<file path="config.mk">
export PLATFORM = sky130hd
export DESIGN_NAME = spi_pad_monitor
export DESIGN_NICKNAME = d
export VERILOG_FILES = /design/src/rtl/spi_mon_pkg.sv /design/src/rtl/spi_mon_align.sv /design/src/rtl/spi_mon_filter.sv /design/src/rtl/spi_mon_flags.sv /design/src/rtl/spi_pad_monitor.sv
export SDC_FILE = /design/constraint.sdc
export NUM_CORES = 1
export LEC_CHECK = 0
export BUFFER_PORTS_ARGS = -buffer_cell sky130_fd_sc_hd__buf_2
export CAP_MARGIN = 20
export CELL_PAD_IN_SITES_DETAIL_PLACEMENT = 0
export CELL_PAD_IN_SITES_GLOBAL_PLACEMENT = 1
export CORE_MARGIN = 4
export CORE_UTILIZATION = 37
export CTS_CLUSTER_SIZE = 8
export DETAILED_ROUTE_END_ITERATION = 10
export PLACE_DENSITY = 0.79
export SLEW_MARGIN = 20
export SYNTH_ARGS = -nofsm -noshare
export SYNTH_HDL_FRONTEND = slang
export SYNTH_SLANG_ARGS = --single-unit
</file>
<file path="constraint.sdc">
create_clock -name clk -period 0.9 [get_ports clk]
set_input_delay 0.045 -clock clk [delete_from_list [all_inputs] [get_ports clk]]
set_output_delay 0.045 -clock clk [all_outputs]
set_load 0.02 [all_outputs]
</file>
<file path="src/rtl/spi_mon_pkg.sv">
// Shared constants for the SPI host output pad monitor.
// Assumes exactly three monitored lines, in the index order given below.
package spi_mon_pkg;
    localparam int unsigned N_LINES = 3;
    localparam int unsigned LN_CS0  = 0;
    localparam int unsigned LN_MOSI = 1;
    localparam int unsigned LN_SCK  = 2;
    typedef logic [N_LINES-1:0] line_vec_t;
endpackage

</file>
<file path="src/rtl/spi_mon_align.sv">
// Delay line of STAGES flops for a W-bit bundle.
// It serves as the two-flop synchronizer for the pad readbacks and as the
// matching delay for the drive values and control flags.
// Assumes STAGES >= 1.
module spi_mon_align #(
    parameter int unsigned W      = 3,
    parameter int unsigned STAGES = 2
) (
    input  logic         clk,
    input  logic         rst_n,
    input  logic [W-1:0] d_i,
    output logic [W-1:0] q_o
);
    logic [W-1:0] pipe [STAGES];

    // Shift the bundle one stage per clock.
    always_ff @(posedge clk) begin
        if (!rst_n) begin
            for (int s = 0; s < STAGES; s++) pipe[s] <= '0;
        end else begin
            pipe[0] <= d_i;
            for (int s = 1; s < STAGES; s++) pipe[s] <= pipe[s-1];
        end
    end

    assign q_o = pipe[STAGES-1];
endmodule

</file>
<file path="src/rtl/spi_mon_filter.sv">
// Persistence filter, one counter per line.
// A line reports a hit once its qualified mismatch has been present for
// THRESH consecutive cycles, including the current one. The hit repeats
// on every cycle while the mismatch lasts.
// Assumes THRESH >= 1.
module spi_mon_filter
    import spi_mon_pkg::*;
#(
    parameter int unsigned THRESH = 2
) (
    input  logic      clk,
    input  logic      rst_n,
    input  line_vec_t chk_i,
    output logic      hit_o
);
    localparam int unsigned CW = $clog2(THRESH + 1);
    localparam logic [CW-1:0] CNT_MAX  = CW'(THRESH);
    localparam logic [CW-1:0] CNT_TRIG = CW'(THRESH - 1);

    line_vec_t hit_vec;

    for (genvar g = 0; g < N_LINES; g++) begin : g_line
        logic [CW-1:0] run_cnt;

        // Count consecutive mismatch cycles, saturating at THRESH.
        always_ff @(posedge clk) begin
            if (!rst_n)              run_cnt <= '0;
            else if (!chk_i[g])      run_cnt <= '0;
            else if (run_cnt != CNT_MAX) run_cnt <= run_cnt + 1'b1;
        end

        assign hit_vec[g] = chk_i[g] && (run_cnt >= CNT_TRIG);
    end

    assign hit_o = |hit_vec;
endmodule

</file>
<file path="src/rtl/spi_mon_flags.sv">
// Sticky error flags and the interrupt request.
// A set request takes priority over a clear pulse in the same cycle.
module spi_mon_flags (
    input  logic clk,
    input  logic rst_n,
    input  logic set_i,
    input  logic pad_clr_i,
    input  logic sec_clr_i,
    input  logic irq_en_i,
    output logic pad_err_o,
    output logic safety_err_o,
    output logic irq_o
);
    // Pad-error flag: set wins, otherwise cleared by its own pulse.
    always_ff @(posedge clk) begin
        if (!rst_n)         pad_err_o <= 1'b0;
        else if (set_i)     pad_err_o <= 1'b1;
        else if (pad_clr_i) pad_err_o <= 1'b0;
    end

    // Summary safety flag: set wins, otherwise cleared by its own pulse.
    always_ff @(posedge clk) begin
        if (!rst_n)         safety_err_o <= 1'b0;
        else if (set_i)     safety_err_o <= 1'b1;
        else if (sec_clr_i) safety_err_o <= 1'b0;
    end

    assign irq_o = safety_err_o & irq_en_i;
endmodule

</file>
<file path="src/rtl/spi_pad_monitor.sv">
// SPI host output pad monitor (top).
// Compares the internal drive of chip-select 0, data-out and serial clock
// with the synchronized pad readbacks. It is observe-only and has no path
// back to the pads. Assumes the drive values and flags are synchronous to
// clk and the pad readbacks may be asynchronous.
module spi_pad_monitor
    import spi_mon_pkg::*;
#(
    parameter int unsigned SYNC_STAGES  = 2,
    parameter int unsigned FAULT_THRESH = 2
) (
    input  logic clk,
    input  logic rst_n,
    input  logic host_mode_i,
    input  logic tx_active_i,
    input  logic mosi_chk_en_i,
    input  logic irq_en_i,
    input  logic drv_cs0_i,
    input  logic drv_mosi_i,
    input  logic drv_sck_i,
    input  logic pad_cs0_i,
    input  logic pad_mosi_i,
    input  logic pad_sck_i,
    input  logic pad_clr_i,
    input  logic sec_clr_i,
    output logic pad_err_o,
    output logic safety_err_o,
    output logic irq_o
);
    localparam int unsigned CTRL_W = 3 + N_LINES;

    line_vec_t drv_raw, pad_raw, drv_d, pad_d, lane_en, chk;
    logic [CTRL_W-1:0] ctrl_raw, ctrl_d;
    logic host_d, tx_d, mosi_en_d, tx_q, cmp_en, set_evt;

    assign drv_raw[LN_CS0]  = drv_cs0_i;
    assign drv_raw[LN_MOSI] = drv_mosi_i;
    assign drv_raw[LN_SCK]  = drv_sck_i;
    assign pad_raw[LN_CS0]  = pad_cs0_i;
    assign pad_raw[LN_MOSI] = pad_mosi_i;
    assign pad_raw[LN_SCK]  = pad_sck_i;
    assign ctrl_raw = {host_mode_i, tx_active_i, mosi_chk_en_i, drv_raw};

    spi_mon_align #(.W(N_LINES), .STAGES(SYNC_STAGES)) u_pad_sync (
        .clk(clk), .rst_n(rst_n), .d_i(pad_raw), .q_o(pad_d)
    );

    spi_mon_align #(.W(CTRL_W), .STAGES(SYNC_STAGES)) u_ctrl_dly (
        .clk(clk), .rst_n(rst_n), .d_i(ctrl_raw), .q_o(ctrl_d)
    );

    assign {host_d, tx_d, mosi_en_d, drv_d} = ctrl_d;

    // Remember the previous aligned transmit flag to blank boundary cycles.
    always_ff @(posedge clk) begin
        if (!rst_n) tx_q <= 1'b0;
        else        tx_q <= tx_d;
    end

    assign cmp_en = host_d && tx_d && (tx_d == tx_q);

    // Per-line participation: data-out only with its own enable.
    always_comb begin
        lane_en          = '1;
        lane_en[LN_MOSI] = mosi_en_d;
    end

    assign chk = (drv_d ^ pad_d) & lane_en & {N_LINES{cmp_en}};

    spi_mon_filter #(.THRESH(FAULT_THRESH)) u_filter (
        .clk(clk), .rst_n(rst_n), .chk_i(chk), .hit_o(set_evt)
    );

    spi_mon_flags u_flags (
        .clk(clk), .rst_n(rst_n), .set_i(set_evt),
        .pad_clr_i(pad_clr_i), .sec_clr_i(sec_clr_i), .irq_en_i(irq_en_i),
        .pad_err_o(pad_err_o), .safety_err_o(safety_err_o), .irq_o(irq_o)
    );
endmodule

</file>
Yosys cells after proc, flatten, opt, wreduce, memory -nomap -nowiden. Memories as Yosys holds them, arrays and structs flattened. Index checks and enable logic that the tools add are counted.

Memory bits (writable): 18. Register bits: 9. Memories: 2. Output and inout port bits: 3. Logic and storage cells: 47. Input bits: 14.

Memory list: u_ctrl_dly.pipe (depth 2, bits a word 6, read ports 2, clocked after Yosys merged registers in 0, wr ports 2, line spi_mon_align.sv:14) `logic [W-1:0] pipe [STAGES];`; u_pad_sync.pipe (depth 2, bits a word 3, read ports 2, clocked after Yosys merged registers in 0, wr ports 2, line spi_mon_align.sv:14).

Bitwise operators: 8. Add/subtract/negate cells: 3. Mux-type cells: 10. Reductions and logical operators: 11. $lt $le $gt $ge: 3. Eq/ne operators: 4.

Operator list (count): $mux 6 (2); $add 2x1->2 const B (3); $and 3x3->3 (2); $ge 2x1->1 const B (3); $mux 1 (6); $mux 3 (2); $ne 2x2->1 const B (3); $reduce_and 2->1 (3); $logic_and 1x1->1 (5); $or 1x1->1 (4); $reduce_bool 2->1 (2); $reduce_or 3->1 (1); $xor 3x3->3 (1); $and 1x1->1 (1); $eq 1x1->1 (1).

Depth between registers and ports, before layout. Gate-level depths: netlist of run 1. An unclocked memory read counts as a cell.

Depth in word-level cells: 7. Mapped depth: 5. Mapped depth without buffers: 5.

Modules after synthesis. Synthesis of run 1 repeated with hierarchy kept, for this count alone.

Cells, all modules: 99. Area, all modules: 1052.3 sq um.

By module, submodules not included: spi_mon_align at u_ctrl_dly (times used 1, sequential area each 240.2 sq um, area each 381.6 sq um, cells an instance 31); spi_mon_filter (times used 1, sequential area each 120.1 sq um, area each 330.3 sq um, cells an instance 37); spi_mon_align at u_pad_sync (times used 1, sequential area each 120.1 sq um, area each 180.2 sq um, cells an instance 15); spi_mon_flags (times used 1, sequential area each 40.0 sq um, area each 82.6 sq um, cells an instance 7); spi_pad_monitor (times used 1, sequential area each 20.0 sq um, area each 77.6 sq um, cells an instance 9).

Worst setup path before layout of run 1. OpenSTA, ideal clock, no wires.

Path kind: flip-flop to flip-flop. From: register u_filter.g_line[0].run_cnt[0]. To: register u_flags.pad_err_o. Arrival: 803 ps. Clock period less this slack: 930 ps. Path slack: -30 ps. Setup time: 127 ps. Stages on the path, launching flop included: 6. Path buffers: 0. Required time: 773 ps. Path through: dfxtp_1 > inv_1 > ha_1 > inv_1 > a22oi_1 > o211ai_1.

Longest elaborated chain between the ends: 4. Elaborated cells on any way between the ends: 5. Classes of those cells: 1 x order compare; 1 x mux; 3 x reduce/logical.

RTL lines: start, declared (line spi_mon_filter.sv:23) `logic [CW-1:0] run_cnt;`; start signal, assigned (line spi_mon_filter.sv:29) `else if (run_cnt != CNT_MAX) run_cnt <= run_cnt + 1'b1;`; $ge 2x1->1 * (line spi_mon_filter.sv:32) `assign hit_vec[g] = chk_i[g] && (run_cnt >= CNT_TRIG);`; $logic_and 1x1->1 * (line spi_mon_filter.sv:32); $reduce_or 3->1 * (line spi_mon_filter.sv:35) `assign hit_o = |hit_vec;`; $mux 1 / $reduce_bool 2->1 (equally long branches); end signal, assigned (line spi_mon_flags.sv:16) `if (!rst_n) pad_err_o <= 1'b0;`; end signal, assigned (line spi_mon_flags.sv:17) `else if (set_i) pad_err_o <= 1'b1;`; end signal, assigned (line spi_mon_flags.sv:18) `else if (pad_clr_i) pad_err_o <= 1'b0;`; end, declared (line spi_mon_flags.sv:10) `output logic pad_err_o,`.

Mark *: on every way between the ends. The rest lies on a longest branch, timed or not. A chain may end at the register's enable or synchronous reset.

Worst setup path after layout of run 1.
From: register u_filter.g_line[2].run_cnt[1]. To: register u_filter.g_line[2].run_cnt[1].

Longest elaborated chain between the ends: 1. Elaborated cells on any way between the ends: 2. Classes of those cells: 1 x add/sub; 1 x eq/ne.

RTL lines (line): start, declared (spi_mon_filter.sv:23); start signal, assigned (spi_mon_filter.sv:29); $add 2x1->2 / $ne 2x2->1 (equally long branches) (spi_mon_filter.sv:29).

Several ways; a longest one is shown, not always the timed one.

==> flow_metrics.env, run 1 <==
export IMPL_hold_viol=0
export IMPL_worst_pin_slew_ps=234
export IMPL_period_share_pct=107
export IMPL_yosysUniqueCellTypes=19
export IMPL_grt_pass1_wl_um=2700
export IMPL_drcViolationCount=0
export IMPL_drive_gt1_share_pct=42.7
export IMPL_path_max_fanout=3
export IMPL_fin_skew_ps=2.14
export IMPL_globalplace_congestion=0.640
export IMPL_crit_arrival_ps=1180
export IMPL_drt_iter0_drc=8
export IMPL_cp_required_ps=1120
export IMPL_cts_made_buffers=3
export IMPL_status="finished, violations left"
export IMPL_syn_cell_area_sq_um=981
export IMPL_synth_seq_area_share_pct=55.1
export IMPL_core_rowCount=18
export IMPL_htreeDepth=1
export IMPL_dpl_instance_area_sq_mm=0.00115
export IMPL_yosysWarningCount=0
export IMPL_area_delta_synth_final_pct=42.6
export IMPL_grt_overflow_total=0
export IMPL_core_area_sq_mm=0.00250
export IMPL_cts_sink_count=27
export IMPL_maxCapViolCount=0
export IMPL_drtAntennaViolNets=0
export IMPL_p_leak_nw=0.587
export IMPL_critPathLaunchType="flop"
export IMPL_chipWidth_um=59.5
export IMPL_dr_pass1_iters=4
export IMPL_syn_inst=89
export IMPL_peakVddDrop_mv=1.11
export IMPL_antennaDiodeCount=0
export IMPL_grt_pass1_vias=697
export IMPL_drt_wl_total_um=1480
export IMPL_post_route_util_pct=56.0
export IMPL_stdcell_area_sq_mm=0.00140
export IMPL_worstHoldPathType="input port to flop"
export IMPL_setup_viol_count_final=9
export IMPL_yosys_register_bits=27
export IMPL_setup_ws_ps=-58.9
export IMPL_fmax_ghz=1.04
export IMPL_start_util_pct=39.2
export IMPL_clk_pin_slew_ps=130
export IMPL_clock_path_buffers=2
export IMPL_avgSynthCellArea_sq_um=11.0
export IMPL_ioPinCount=17
export IMPL_p_per_area_mw_per_mm2=1320
export IMPL_num_vias=681
export IMPL_endpoint_kind="flop"
export IMPL_clock_latency_ps=310
export IMPL_dieArea_sq_mm=0.00354
export IMPL_period_needed_ps=959
export IMPL_failed_checks="setup timing"
export IMPL_viasPerCell=4.42
export IMPL_wl_per_cell_um=9.58
export IMPL_max_slew_margin_pct=84.3
export IMPL_syn_num_nets=109
export IMPL_tns_ps=-355
export IMPL_slew_violations=0
export IMPL_tritoncts="built"
export IMPL_cts_root_buf="clkbuf_4"
export IMPL_port_buffers=16
export IMPL_rsz0062_at_grt="true"
export IMPL_nNetsFinal=145
export IMPL_critPathKind="flop to flop"
export IMPL_dp_hpwl_um=1030
export IMPL_grt_usage_pct=10.2
export IMPL_antenna_found_initial=0
export IMPL_grt_max_degree=19
export IMPL_fp_dieH_um=59.5
[critical path: stages (launching register included)]
cell	delay, ps
dfxtp_4	370
buf_4	110
ha_4	150
mux2i_1	180
nor2_1	60
[synth_stat cells]
| master | n | area share [%] |
|---|---|---|
| dfxtp_1 | 27 | 55 |
| mux2i_1 | 3 | 3.1 |
| and4_1 | 1 | 0.89 |
| buf_2 | 1 | 0.51 |
| nand3b_1 | 2 | 1.5 |
| a22oi_1 | 1 | 0.77 |
| o211ai_1 | 2 | 1.5 |
| xor2_2 | 1 | 1.7 |
| nor2_1 | 4 | 1.5 |
| nand2_1 | 3 | 1.1 |
| and2_1 | 19 | 12 |
| ha_1 | 6 | 7.7 |
| xor2_1 | 5 | 4.5 |
| and2_4 | 1 | 0.89 |
| nor3_1 | 2 | 1.0 |
| nand3_4 | 1 | 1.8 |
| nand4b_1 | 1 | 0.89 |
| inv_1 | 8 | 3.1 |
| clkbuf_1 | 1 | 0.38 |
[layer usage]
layer  track usage [%]  wire, um
met4              5.70        17
met2              18.1       734
met3              2.61        80
met1              10.8       642
met5                 0         0
[report_power, final]
group          switching, mW  total, mW  internal [mW]
clock                  0.318      0.491          0.173
combinational         0.0387      0.120         0.0809
sequential            0.0128       1.24           1.23
total                  0.370       1.85           1.48
[metrics by stage]
stage	instances	hold slack [ps]	setup WS [ps]	power, mW
after CTS	153	10.8	-91.0	1.88
after detailed placement	139	253	-85.6	1.36
after global routing	154	40.1	-121	1.94
final	154	17.3	-58.9	1.85
after global placement	139	251	-32.1	1.36
after floorplan	89	172	-0.281	1.32
[cell families after synthesis]
| family | count (synthesis) | share of synthesized area (%) |
|---|---|---|
| AND/OR/NAND/NOR | 34 | 21.8 |
| flip-flops | 27 | 55.1 |
| buffers and inverters | 10 | 3.95 |
| XOR/XNOR | 6 | 6.12 |
| adder cells (fa/ha/maj) | 6 | 7.65 |
| AO/OA/AOI/OAI | 3 | 2.30 |
| multiplexers | 3 | 3.06 |
[area by class of cell]
cell class / count / area (sq um)
Sequential cell: 27 / 554
Clock buffer: 4 / 26.3
Timing Repair Buffer: 33 / 244
Fill cell: 227 / 1100
Tap cell: 30 / 37.5
Inverter: 8 / 37.5
Multi-Input combinational cell: 52 / 499
[layout by cell type (no fill, tap or decap)]
master          n
dfxtp_4         2
xor2_1          3
buf_6           1
inv_2           4
and2_1         18
buf_4           9
a22oi_2         1
and2_4          2
nor2_1          4
nand3_4         1
and4_1          1
dlygate4sd3_1  10
buf_2          13
clkbuf_4        3
nand2_1         3
o211ai_1        2
nor3_1          2
mux2i_1         3
dfxtp_1        20
nand4b_1        1
dfxtp_2         5
inv_1           1
inv_4           3
xor2_2          3
nand3b_1        2
ha_4            6
clkbuf_1        1
[worst paths after layout]
kind                            startpoint  slack [ps]                            end  cells past startpoint
max          u_filter.g_line[2].run_cnt[1]         -60  u_filter.g_line[2].run_cnt[1]                      4
min                              pad_clr_i          20              u_flags.pad_err_o                      3
max reg2reg  u_filter.g_line[2].run_cnt[1]         -60  u_filter.g_line[2].run_cnt[1]                      4
min reg2reg          u_ctrl_dly.pipe[0][5]         450         u_ctrl_dly.pipe[0][11]                      1
[sequential cells by signal, summed over array words and instances (netlist names)]
register                 flops
tx_q                         1
u_flags.safety_err_o         1
u_ctrl_dly.pipe             12
u_pad_sync.pipe              6
u_filter.g_line.run_cnt      6
u_flags.pad_err_o            1
[timing repair]
action | CTS | global route
hold buffers | 10 | 0
resized for setup | 19 | 12
setup buffers | 0 | 1
setup endpoints to repair | 10 | 11
gates cloned | 0 | 0
pin swaps | 7 | 4
hold endpoints to repair | 10 | 0
Note: power is estimated with default switching activity, not from simulation.
==> inputs of run 2 (changes only) <==
Settings changed: CORE_UTILIZATION 37 to 40, PLACE_DENSITY 0.79 to not set, PLACE_DENSITY_LB_ADDON set to 0.08.
Clock period 0.9 ns to 1.2 ns, I/O delays scaled along.
==> flow_metrics.env, run 2 (synthesized netlist as in run 1, its figures left out) <==
export IMPL_chipWidth_um=57.5
export IMPL_antennaDiodeCount=0
export IMPL_mostFrequentLayoutCell="dfxtp_1"
export IMPL_drt_wl_total_um=1350
export IMPL_hold_viol=0
export IMPL_cts_resized=0
export IMPL_htreeDepth=1
export IMPL_tritoncts="built"
export IMPL_p_leak_nw=0.538
export IMPL_area_delta_synth_final_pct=23.6
export IMPL_clock_latency_ps=320
export IMPL_setup_viol_count_final=0
export IMPL_fin_skew_ps=7.42
export IMPL_worst_pin_slew_ps=217
export IMPL_cts_setup_buffers=0
export IMPL_core_rowCount=17
export IMPL_largestRegisters="u_ctrl_dly.pipe x12, u_filter.g_line.run_cnt x6, u_pad_sync.pipe x6"
export IMPL_port_buffers=16
export IMPL_dpl_instance_area_sq_mm=0.00109
export IMPL_drtAntennaViolNets=0
export IMPL_cts_sink_count=27
export IMPL_fmax_ghz=0.958
export IMPL_endpoint_kind="flop"
export IMPL_status="completed"
export IMPL_finalPower_mw=1.40
export IMPL_start_util_pct=43.1
export IMPL_path_delay_family="flip-flops"
export IMPL_num_vias=604
export IMPL_dieArea_sq_mm=0.00331
export IMPL_max_stage_delay_ps=380
export IMPL_max_slew_margin_pct=85.6
export IMPL_period_needed_ps=1040
export IMPL_ioPinCount=17
export IMPL_path_max_fanout=2
export IMPL_slew_violations=0
export IMPL_grt_max_degree=19
export IMPL_globalplace_congestion=0.656
export IMPL_largest_register_ffs=12
export IMPL_grt_pass1_wl_um=2290
export IMPL_cp_required_ps=1450
export IMPL_crit_slowest_cell="dfxtp_1"
export IMPL_peakVddDrop_mv=0.674
export IMPL_drcViolationCount=0
export IMPL_dp_hpwl_um=974
export IMPL_cts_root_buf="clkbuf_4"
export IMPL_final_cell_mix="dfxtp_1, and2_1, buf_2"
export IMPL_grt_overflow_total=0
export IMPL_cts_made_buffers=3
export IMPL_path_cells="inv_1, ha_1, xor2_1, nor3_1"
export IMPL_clk_pin_slew_ps=140
export IMPL_drt_iter0_drc=5
export IMPL_tns_ps=0
export IMPL_fp_dieH_um=57.5
export IMPL_clock_path_buffers=2
export IMPL_critPathKind="flop to flop"
export IMPL_regMostFlops="u_ctrl_dly.pipe"
export IMPL_wl_per_cell_um=9.28
export IMPL_grt_pass1_vias=543
export IMPL_antenna_found_initial=0
export IMPL_stdcell_area_sq_mm=0.00121
export IMPL_rsz0062_at_grt="false"
export IMPL_maxCapViolCount=0
export IMPL_worstHoldPathType="input port to flop"
export IMPL_critPathLaunchType="flop"
export IMPL_core_area_sq_mm=0.00228
export IMPL_dr_pass1_iters=2
export IMPL_critPathBufInv=1
export IMPL_drive_gt1_share_pct=20.5
export IMPL_grt_usage_pct=9.14
export IMPL_p_per_area_mw_per_mm2=1150
export IMPL_crit_arrival_ps=1300
export IMPL_nNetsFinal=138
export IMPL_viasPerCell=4.17
export IMPL_period_share_pct=87.0
run 2: final timing paths:
| check | startpoint | endpoint | slack (ps) | cells past startpoint |
|---|---|---|---|---|
| max reg2reg | u_filter.g_line[1].run_cnt[0] | u_filter.g_line[1].run_cnt[0] | 160 | 4 |
| min reg2reg | u_ctrl_dly.pipe[0][3] | u_ctrl_dly.pipe[0][9] | 450 | 1 |
| max | u_filter.g_line[1].run_cnt[0] | u_filter.g_line[1].run_cnt[0] | 160 | 4 |
| min | pad_clr_i | u_flags.pad_err_o | 10 | 3 |
run 2: metal layers:
metal,vias to the layer above,track usage (%),wire [um]
li1,335,-,-
met1,251,12.0,669
met3,2,2.71,100
met4,0,5.96,13
met5,-,0,0
met2,16,12.9,562
run 2: worst min-delay path, delay by kind of cell:
family,cells,cell delay [ps]
compound gates,1,70
buf+inv,1,70
simple gates,1,90
run 2: cell type report:
class,count,area (sq um)
clock buffers,3,22.5
clock inverters,1,5.00
fillers,192,1060
inverters,8,30.0
multi-input cells,52,402
flip-flops and latches,27,541
well taps,28,35.0
repair buffers,26,178
run 2: per-stage QoR:
stage | util [%] | instances | hold slack [ps] | worst slack, ps
6_report | 53.3 | 145 | 12.9 | 156
5_1_grt | 53.3 | 145 | 4.42 | 59.5
4_1_cts | 53.3 | 145 | 5.51 | 155
3_5_place_dp | 48.1 | 132 | 268 | 190
3_3_place_gp | 48.1 | 132 | 266 | 228
2_1_floorplan | - | 89 | 187 | 270
run 2: timing repair:
| action | in CTS | in global routing |
|---|---|---|
| endpoints found under the setup margin | 0 | 0 |
| hold endpoints to repair | 9 | 0 |
| hold buffers | 9 | 0 |
run 2: power breakdown:
group | internal (mW) | switching, mW
sequential | 0.925 | 0.00966
clock | 0.125 | 0.255
combinational | 0.0550 | 0.0249
==> inputs of run 3 (changes only) <==
Settings changed: ABC_AREA set to 1.
==> flow_metrics.env, run 3 <==
export IMPL_status="completed"
export IMPL_area_delta_synth_final_pct=21.1
export IMPL_clock_path_buffers=2
export IMPL_finalPower_mw=1.39
export IMPL_syn_num_nets=158
export IMPL_avgSynthCellArea_sq_um=7.69
export IMPL_mostFrequentLayoutCell="nand2_1"
export IMPL_viasPerCell=3.97
export IMPL_setup_ws_ps=192
export IMPL_start_util_pct=42.4
export IMPL_dpl_instance_area_sq_mm=0.00117
export IMPL_core_area_sq_mm=0.00250
export IMPL_fp_dieH_um=59.5
export IMPL_largestRegisters="u_ctrl_dly.pipe x12, u_filter.g_line.run_cnt x6, u_pad_sync.pipe x6"
export IMPL_dp_hpwl_um=1070
export IMPL_cts_sink_count=27
export IMPL_grt_overflow_total=0
export IMPL_grt_pass1_wl_um=2610
export IMPL_fin_skew_ps=7.38
export IMPL_clock_latency_ps=310
export IMPL_post_route_util_pct=51.4
export IMPL_yosysMostFrequentCell="nand2_1"
export IMPL_cts_resized=0
export IMPL_dr_pass1_iters=5
export IMPL_stdcell_area_sq_mm=0.00128
export IMPL_htreeDepth=1
export IMPL_grt_pass1_vias=666
export IMPL_async_flop_share_pct=0
export IMPL_globalplace_congestion=0.633
export IMPL_max_slew_margin_pct=74.1
export IMPL_cts_root_buf="clkbuf_4"
export IMPL_hold_viol=0
export IMPL_syn_inst=138
export IMPL_yosysUniqueCellTypes=13
export IMPL_p_per_area_mw_per_mm2=1080
export IMPL_slew_violations=0
export IMPL_endpoint_kind="flop"
export IMPL_regMostFlops="u_ctrl_dly.pipe"
export IMPL_rsz0062_at_grt="false"
export IMPL_pre_cts_slack_ps=223
export IMPL_cts_setup_buffers=0
export IMPL_grt_usage_pct=9.78
export IMPL_p_leak_nw=0.736
export IMPL_cts_made_buffers=3
export IMPL_worstHoldPathType="input port to flop"
export IMPL_clk_pin_slew_ps=130
export IMPL_yosys_top_cells_area="dfxtp_1, nand2_1, inv_1"
export IMPL_critPathLaunchType="flop"
export IMPL_yosysWarningCount=0
export IMPL_antennaDiodeCount=0
export IMPL_period_share_pct=84.0
export IMPL_synth_seq_area_share_pct=50.9
export IMPL_crit_arrival_ps=1270
export IMPL_yosys_register_bits=27
export IMPL_critPathKind="flop to flop"
export IMPL_drt_wl_total_um=1460
export IMPL_drive_gt1_share_pct=20.6
export IMPL_worst_pin_slew_ps=389
export IMPL_final_cell_mix="nand2_1, inv_1, dfxtp_1"
export IMPL_chipWidth_um=59.5
export IMPL_antenna_found_initial=0
export IMPL_drt_iter0_drc=35
export IMPL_fmax_ghz=0.992
export IMPL_hold_buffers=9
export IMPL_maxCapViolCount=0
export IMPL_synth_edf_count=0
export IMPL_grt_max_degree=25
export IMPL_port_buffers=16
export IMPL_wl_per_cell_um=7.47
export IMPL_period_needed_ps=1010
export IMPL_tns_ps=0
export IMPL_setup_viol_count_final=0
export IMPL_drcViolationCount=0
export IMPL_nNetsFinal=186
export IMPL_num_vias=774
export IMPL_synth_flop_cell="dfxtp_1"
export IMPL_synth_top_cell_area_share_pct=50.9
export IMPL_yosys_top_cells_count="nand2_1, inv_1, dfxtp_1"
export IMPL_tritoncts="built"
export IMPL_dieArea_sq_mm=0.00354
export IMPL_fill_cells=245
export IMPL_core_rowCount=18
export IMPL_cp_required_ps=1460
export IMPL_ioPinCount=17
export IMPL_drtAntennaViolNets=0
export IMPL_largest_register_ffs=12
export IMPL_syn_cell_area_sq_mm=0.00106
export IMPL_path_max_fanout=3
export IMPL_synth_top_area_cell="dfxtp_1"
export IMPL_peakVddDrop_mv=0.859
==> run 3: cell types whose count changed after synthesis, sizes merged, moves of 3 or more <==
cell and delta:
a21oi +6, and2 -20, inv +33, mux2i -3, nand2 +42, nand3 +5
xor2 -6
==> run 3: worst paths after layout <==
check	start	to	slack [ps]	cells past startpoint
max reg2reg	u_filter.g_line[2].run_cnt[0]	u_flags.safety_err_o	190	7
min	sec_clr_i	u_flags.safety_err_o	100	6
min reg2reg	u_pad_sync.pipe[0][2]	u_pad_sync.pipe[0][5]	430	2
max	u_filter.g_line[2].run_cnt[0]	u_flags.safety_err_o	190	7
==> run 3: logic make-up (layout without fill, tap and decap cells) <==
kind of cell               count (synthesis)  after routing  synth area share (%)
buffers and inverters                     43             70                  15.4
and+or+nand+nor                           56             56                  23.7
DFF                                       27             27                  50.9
adders and majority gates                  6              6                  7.08
AOI/OAI and AO/OA                          6              6                  2.83
==> run 3: layout make-up <==
class	instances	area [sq um]	area share, %
Multi-Input combinational cell	68	357	27.8
Inverter	41	154	12.0
Clock buffer	4	26.3	2.04
Tap cell	30	37.5	2.92
Sequential cell	27	541	42.1
Timing Repair Buffer	25	170	13.2
==> run 3: metal layers <==
layer	GRT usage (%)	wire length, um
met3	1.96	101
met5	0	0
met4	6.65	15
met1	11.5	694
met2	15.9	644
==> run 3: power by group <==
group | switching [mW] | total (mW) | internal [mW]
combinational | 0.0414 | 0.0905 | 0.0490
sequential | 0.00860 | 0.934 | 0.925
clock | 0.238 | 0.367 | 0.130
total | 0.288 | 1.39 | 1.10
==> run 3: metrics by stage <==
stage               instances  hold WS, ps
floorplan                 138          158
global placement          182          242
detailed placement        182          248
CTS                       195         95.8
global route              195          120
finish                    195          104
==> run 3: worst max-delay path: stages, from the launching register on <==
cell and delay [ps]:
dfxtp_1 350, inv_1 70, ha_1 210, inv_1 70
nand3_2 80, nand4_1 90, nand2_1 50, inv_1 50
